$ cat src/rtl/flash_rights_pkg.sv
package flash_rights_pkg;
  localparam int unsigned NUM_RIGHT_REGS = 2;
  localparam logic        SEL_EXEC_ONLY  = 1'b0;
  localparam logic        SEL_SUPV_ONLY  = 1'b1;

  typedef struct packed {
    logic exec_only;
    logic supv_only;
  } seg_rights_t;
endpackage

$ cat src/rtl/flash_rights_eval.sv
module flash_rights_eval
  import flash_rights_pkg::*;
#(
  parameter int unsigned DATA_W = 32
) (
  input  logic              clk,
  input  logic              rst_n,
  input  logic              valid,
  input  logic              fetch,
  input  logic              priv,
  input  seg_rights_t       rights,
  input  logic [DATA_W-1:0] rdata_in,
  output logic              grant,
  output logic              err,
  output logic [DATA_W-1:0] rdata_out
);
  logic xo_block, sv_block, deny;

  always_comb begin
    xo_block  = rights.exec_only && !fetch;
    sv_block  = rights.supv_only && !priv;
    deny      = xo_block || sv_block;
    grant     = valid && !deny;
    err       = valid && deny;
    rdata_out = grant ? rdata_in : '0;
  end


  one_outcome_chk: assert property (@(posedge clk) disable iff (!rst_n)
    valid |-> (grant != err));

  idle_quiet_chk: assert property (@(posedge clk) disable iff (!rst_n)
    !valid |-> (!grant && !err && rdata_out == '0));

  err_zero_chk: assert property (@(posedge clk) disable iff (!rst_n)
    err |-> (rdata_out == '0));

  grant_pass_chk: assert property (@(posedge clk) disable iff (!rst_n)
    grant |-> (rdata_out == rdata_in));
endmodule

$ cat config.mk
export PLATFORM = sky130hd
export DESIGN_NAME = flash_rights_eval
export DESIGN_NICKNAME = d
export VERILOG_FILES = /design/src/rtl/flash_rights_pkg.sv /design/src/rtl/flash_rights_eval.sv
export SDC_FILE = /design/constraint.sdc
export NUM_CORES = 1
export LEC_CHECK = 0
export ABC_AREA = 1
export CORE_MARGIN = 2
export CORE_UTILIZATION = 19
export DETAILED_ROUTE_END_ITERATION = 16
export GPL_ROUTABILITY_DRIVEN = 0
export PLACE_DENSITY = 0.87
export RECOVER_POWER = 100
export SLEW_MARGIN = 10
export SYNTH_ARGS = -nofsm -noshare
export SYNTH_HDL_FRONTEND = slang
export SYNTH_SLANG_ARGS = --single-unit
$ cat constraint.sdc
create_clock -name vclk -period 0.9
set_input_delay 0.18 -clock vclk [all_inputs]
set_output_delay 0.18 -clock vclk [all_outputs]
set_load 0.01 [all_outputs]
# ---- Yosys cells after proc, flatten, opt, wreduce, memory -nomap -nowiden
# Cells that the tools add are included.
dict set report op_classes {
  order_cmp 0
  bitwise_logic 0
  n_addsub 0
  muxes 1
  n_eq_ne 0
  n_shift 0
  n_mul 0
  n_reduce_logical 8
  div 0
}
# op count
set ops {}
lappend ops {{32-bit two-way mux} 1}
lappend ops {{1-bit logical AND} 4}
lappend ops {{1-bit zero test} 3}
lappend ops {{1-bit logical OR} 1}
dict set report totals {
  ff_bits 0
  input_bits 39
  memories 0
  latchBits 0
  word_cells 9
  ramBits 0
  rom_bits 0
  out_inout_bits 34
}

# ---- Logic depth before layout (Yosys ltp)
# Gate-level depths: netlist of run 1.
dict set report depth {
  word_depth 6
  depth_mapped 5
  depth_no_buf 4
}

# ---- Worst setup path before layout of run 1
# Ideal clock, no wire load.
dict set report synth_timing {
  path_type {input to output}
  startpoint {input fetch}
  endpoint {output rdata_out[22]}
  t_arrival_ns 0.687
  cell_stages 5
  setup_slack_ns 0.033
  path_buffers 1
  t_required_ns 0.720
  path_cell_list {inv_1 -> nand2_2 -> nand3_4 -> buf_6 -> nor2_1}
}
dict set report synth_between {
  elab_chain_cells 6
}
# element line
set synth_rtl {}
lappend synth_rtl {{from (decl)} flash_rights_eval.sv:9} ;# input logic fetch,
lappend synth_rtl {{1-bit zero test} flash_rights_eval.sv:20} ;# xo_block = rights.exec_only && !fetch;
lappend synth_rtl {{1-bit logical AND} flash_rights_eval.sv:20}
lappend synth_rtl {{1-bit logical OR} flash_rights_eval.sv:22} ;# deny = xo_block || sv_block;
lappend synth_rtl {{1-bit zero test} flash_rights_eval.sv:23} ;# grant = valid && !deny;
lappend synth_rtl {{1-bit logical AND} flash_rights_eval.sv:23}
lappend synth_rtl {{32-bit two-way mux} flash_rights_eval.sv:25} ;# rdata_out = grant ? rdata_in : '0;
lappend synth_rtl {{to (decl)} flash_rights_eval.sv:15} ;# output logic [DATA_W-1:0] rdata_out
# No other way between the ends.

# ---- Worst setup path in the final report of run 1
dict set report layout_timing {
  startpoint {input rights[1] (netlist bit)}
  endpoint {output rdata_out[31]}
}
dict set report layout_between {
  elab_chain_cells 5
}
# element line
set layout_rtl {}
lappend layout_rtl {{from (decl)} flash_rights_eval.sv:11} ;# input seg_rights_t rights,
lappend layout_rtl {{1-bit logical AND} flash_rights_eval.sv:20}
lappend layout_rtl {{1-bit logical OR} flash_rights_eval.sv:22}
lappend layout_rtl {{1-bit zero test} flash_rights_eval.sv:23}
lappend layout_rtl {{1-bit logical AND} flash_rights_eval.sv:23}
lappend layout_rtl {{32-bit two-way mux} flash_rights_eval.sv:25}
# No other way between the ends.

==> flow_summary_export.csv, run 1 <==
group,metric,value,unit
synthesis,synth_common_cells,"inv_1 (35), nor2_1 (22), nor2_2 (10)",
floorplan,dieArea,0.00219,mm²
sta,period_minus_slack,1.14,ns
drt,wl_per_cell,10.8,µm
worst_setup_path,required,0.72,ns
drt,wl,1930,µm
power_and_ir_drop,p_seq_share,0,%
placement,io_buffers,71,
synthesis,syn_area,348,µm²
floorplan,fp.coreArea,0.00173,mm²
sta,clock.fmax,0.875,GHz
power_and_ir_drop,p_int,0.377,mW
synthesis,synth_mux_area_share,0,%
global_route,grtUsageTotal,13.9,%
cells_and_area,final.fill_count,143,
sta,slew_headroom,88.7,%
synthesis,synth-compound-area-share,2.16,%
cells_and_area,fin_nets,194,
hold_path,hold_path_class,"in -> out",
drt,drt_iter0_markers,1,
clocking,postCtsHoldBufs,0,
synthesis,netlist_instances,74,
worst_setup_path,end_kind,"output port",
worst_setup_path,crit_arrival,0.96,ns
floorplan,die_w,46.8,µm
synthesis,synth_top_family_by_area,"simple AND/OR/NAND/NOR gates",
synthesis,yosys.area_share.simple,50.4,%
global_route,grt_max_degree,11,
cells_and_area,utilization,75.1,%
power_and_ir_drop,power.switching,0.249,mW
sta,setup_violations,34,
sta,maxSlewViolCount,0,
cells_and_area,antenna_cells,0,
flow_run,cap_viol_max_count,0,
worst_setup_path,worst-path-buf-inv,4,
sta,grt_setup_unrepaired,"true",
cells_and_area,multi_input_area,295,µm²
floorplan,rows,15,
synthesis,synth_xor_area_share,0,%
synthesis,syn-num-nets,113,
global_route,grt_pass1_wl,2290,µm
power_and_ir_drop,ir_worst_vdd,0.000288,V
cells_and_area,final-seq-area,0,µm²
synthesis,synth.area.top_cells,"inv_1 (38%), nor2_1 (24%), nor2_2 (18%), buf_6 (9.7%), nand3_4 (5.0%)",
drt,drc,0,
floorplan,start_util,20.1,%
worst_setup_path,worstSetupPathType,"in -> out",
floorplan,die_y,46.8,µm
worst_setup_path,path_cells,"buf_6, nand2_4, nand3_4, buf_4, buf_12, nor2_2, buf_2",
worst_setup_path,startpoint_type,"input port",
synthesis,ys_seq_area_share,0,%
synthesis,synth_most_common_cell,"inv_1",
sta,tns,-6.90,ns
sta,fin_ws,-0.243,ns
placement,dp_slack,-0.967,ns
sta,post-route-period-util,127,%
power_and_ir_drop,clockPowerShare,0,%
run_status,violations,"setup timing",
floorplan,io_pins,73,
drt,drt-pass1-iter-count,2,
synthesis,synthAdderAreaFrac,0,%
sta,hold_viol,0,
placement,dp.cells,169,
power_and_ir_drop,cellPowerDensity,483,mW/mm²
global_route,grt_pass1_vias,540,
worst_setup_path,critPathMaxStageDelay,0.16,ns
synthesis,avgSynthCellArea,4.70,µm²
worst_setup_path,crit_start,"rights[1]",
cells_and_area,area_delta_synth_final,273,%
worst_setup_path,path_delay_family,"buffers and inverters",
synthesis,yosysUniqueCellTypes,7,
power_and_ir_drop,p_comb_share,100.0,%
synthesis,synth_top_area_cell,"inv_1",
cells_and_area,clkbuf_count,0,
run_status,status,"finished with violations",
placement,dp_hpwl,1300,µm
worst_setup_path,crit_slowest_cell,"buf_4",
cells_and_area,drive_gt1_share,52.9,%
power_and_ir_drop,p_leak,0.758,nW
sta,worst_pin_slew,0.169,ns
global_route,grt_remaining_overflow,0,
synthesis,synth_top_cell_area_share,37.8,%
cells_and_area,fin_cells,178,
global_route,antenna_found_initial,0,
drt,viasPerCell,3.96,
cells_and_area,design.seq.count,0,
drt,dr_total_vias,705,
synthesis,yosysWarnings,0,
worst_setup_path,cp_max_fo,5,
hold_path,hold_start,"rdata_in[23]",
power_and_ir_drop,p_sw_share,39.8,%
drt,ant_nets,0,
## worst paths after layout
kind / end / slack [ns] / depth (start not counted)
setup / recovery: rdata_out[31] / -0.24 / 7
hold / removal: rdata_out[23] / 0.68 / 4
## metal layers
metal	GRT usage (%)	routed length, µm	share of wire, %
met4	0	0	0
met5	0	0	0
met3	1.54	148	7.7
met1	14.3	516	27
met2	30.7	1260	65
## tightest hold or removal path: stages
cell and delay [ns]:
dlymetal6s2s_1 0.10, inv_2 0.05, nor2_4 0.07, buf_6 0.10
## cell usage in the layout (no fill, tap or decap), drive strengths merged
| master | instances |
|---|---|
| clkbuf | 1 |
| nand2 | 2 |
| buf | 48 |
| nor2 | 32 |
| dlymetal6s2s | 4 |
| inv | 35 |
| nand3 | 1 |
| dlygate4sd2 | 7 |
| a21boi | 1 |
| clkdlybuf4s15 | 1 |
| clkdlybuf4s50 | 21 |
## metrics by stage
| step | cell area [µm²] | power [mW] | hold WS (ns) |
|---|---|---|---|
| detailed placement | 1100 | 0.495 | 1.30 |
| global route | 1300 | 0.669 | 0.708 |
| CTS | 1130 | 0.547 | 0.789 |
| floorplan | 348 | 0.165 | 0.447 |
| finish | 1300 | 0.627 | 0.678 |
| global placement | 1100 | 0.485 | 1.30 |
## power groups by stage
| stage | combinational, mW | clock (mW) | sequential (mW) |
|---|---|---|---|
| 6_report | 0.627 | 0 | 0 |
| 5_1_grt | 0.669 | 0 | 0 |
| 2_1_floorplan | 0.165 | 0 | 0 |
| 3_5_place_dp | 0.495 | 0 | 0 |
| 4_1_cts | 0.547 | 0 | 0 |
| 3_3_place_gp | 0.485 | 0 | 0 |
## final cells by class
class	instances	share of cell area (%)
timing repair buffer	82	64.7
tap	25	2.41
multi-input combinational	36	22.8
inverter	35	10.1
## cell families after synthesis
family / after synthesis
compound gates: 1
buf+inv: 38
simple gates: 35
## timing repair
action,4_1_cts,5_1_grt
cloned,3,1
setup buffers,2,4
gates resized for setup,189,33
endpoints found under the setup margin,34,34
pin swaps,8,10
Power figures use the tool's default switching activity.
==> run 2: changes to the inputs <==
- CORE_AREA: unset -> 2 2 39 41
- CORE_MARGIN: 2 -> unset
- CORE_UTILIZATION: 19 -> unset
- DIE_AREA: unset -> 0 0 41 43
- DONT_BUFFER_PORTS: unset -> 1
- PLACE_DENSITY: 0.87 -> 0.43
- clock period: 0.9 -> 1.5 ns (I/O delays scaled with it)
==> flow_summary_export.csv, run 2 (same netlist as run 1, synthesis figures left out) <==
group,metric,value,unit
clocking,postCtsHoldBufs,0,
cells_and_area,area_delta_synth_final,-6.83,%
worst_setup_path,worstSetupPathType,"in -> out",
sta,worst_pin_slew,0.395,ns
global_route,grt_max_degree,19,
cells_and_area,most-common-layout-cells,"inv_1 (35), nor2_1 (31), buf_4 (2)",
worst_setup_path,required,1.20,ns
floorplan,start_util,25.1,%
floorplan,rows,14,
drt,viasPerCell,3.94,
floorplan,io_pins,73,
placement,io_buffers,0,
worst_setup_path,cp_max_fo,18,
hold_path,hold_path_class,"in -> out",
cells_and_area,fin_nets,114,
floorplan,die_y,43,µm
global_route,grtUsageTotal,5.79,%
power_and_ir_drop,power,0.0929,mW
sta,period_minus_slack,1.19,ns
drt,wl_per_cell,8.33,µm
sta,slew_headroom,73.4,%
global_route,grt_pass1_vias,207,
sta,clock.fmax,0.839,GHz
cells_and_area,design.seq.count,0,
cells_and_area,antenna_cells,0,
sta,setup_violations,0,
drt,drt-pass1-iter-count,3,
worst_setup_path,critPathMaxStageDelay,0.20,ns
placement,dp_hpwl,672,µm
worst_setup_path,startpoint_type,"input port",
floorplan,fp.coreArea,0.00138,mm²
worst_setup_path,crit_slowest_cell,"nor2_1",
worst_setup_path,crit_arrival,0.89,ns
power_and_ir_drop,ir_worst_vdd,0.0000613,V
cells_and_area,drive_gt1_share,6.85,%
worst_setup_path,path_cells,"inv_1, nand2_1, nand3_4, buf_4, nor2_1",
global_route,grt_remaining_overflow,0,
run_status,status,"finished, final reports clean",
cells_and_area,clkbuf_count,0,
sta,post-route-period-util,79.5,%
global_route,grt_pass1_wl,779,µm
sta,maxSlewViolCount,0,
drt,drt_iter0_markers,3,
power_and_ir_drop,p_leak,0.277,nW
drt,dr_total_vias,351,
cells_and_area,final-seq-area,0,µm²
worst_setup_path,end_kind,"output port",
drt,drc,0,
global_route,antenna_found_initial,0,
clocking,cts.repair.resized,0,
cells_and_area,final_common_cell,"inv_1",
cells_and_area,final.fill_count,172,
placement,dpl-instance-area,349,µm²
floorplan,die_w,41,µm
sta,holdWs,0.690,ns
clocking,cts_setup_buffers,0,
sta,hold_viol,0,
drt,wl,741,µm
power_and_ir_drop,cellPowerDensity,287,mW/mm²
sta,tns,0,ns
flow_run,cap_viol_max_count,0,
cells_and_area,post-route-cell-area,324,µm²
sta,grt_setup_unrepaired,"false",
drt,ant_nets,0,
floorplan,dieArea,0.00176,mm²
==> run 2: cell count changes in the layout (fill, tap and decap cells not counted), sizes merged <==
cell	delta
clkdlybuf4s15	-1
buf	-46
clkbuf	-1
dlymetal6s2s	-4
dlygate4sd2	-7
clkdlybuf4s50	-21
==> run 2: worst max-delay path: cells and delay by family <==
family / cells / cell delay [ns]
buffers and inverters: 2 / 0.21
AND/OR/NAND/NOR: 3 / 0.38
==> run 2: metal layers <==
layer	part of all wire, %	wire length (µm)	up-vias	GRT usage, %
li1	-	-	184	-
met1	41	304	128	6.01
met2	45	332	39	12.2
met3	14	104	0	0
met4	0	0	0	0
met5	0	0	-	0
==> run 2: final timing paths <==
| kind | from | cells after the start | slack [ns] | end |
|---|---|---|---|---|
| worst max-delay path | fetch | 5 | 0.31 | rdata_out[6] |
| worst min-delay path | rdata_in[28] | 2 | 0.69 | rdata_out[28] |
==> run 2: power by group <==
| group | switching, mW | internal (mW) | leakage [nW] |
|---|---|---|---|
| Sequential | 0 | 0 | 0 |
| Combinational | 0.0678 | 0.0251 | 0.277 |
| Clock | 0 | 0 | 0 |
| Total | 0.0678 | 0.0251 | 0.277 |
==> run 2: per-stage QoR <==
step	utilization, %	instances	setup WS (ns)
after floorplan	-	74	0.393
after global placement	25.2	89	0.324
after detailed placement	25.2	89	0.311
after CTS	25.2	89	0.306
after global routing	23.4	89	0.224
final	23.4	89	0.308
==> run 2: final cells by class <==
class                      instances  area, µm²  share of cell area [%]
inverter                          35        131                    40.5
multi-input combinational         36        158                    48.6
tap                               16       20.0                    6.18
timing repair buffer               2       15.0                    4.63
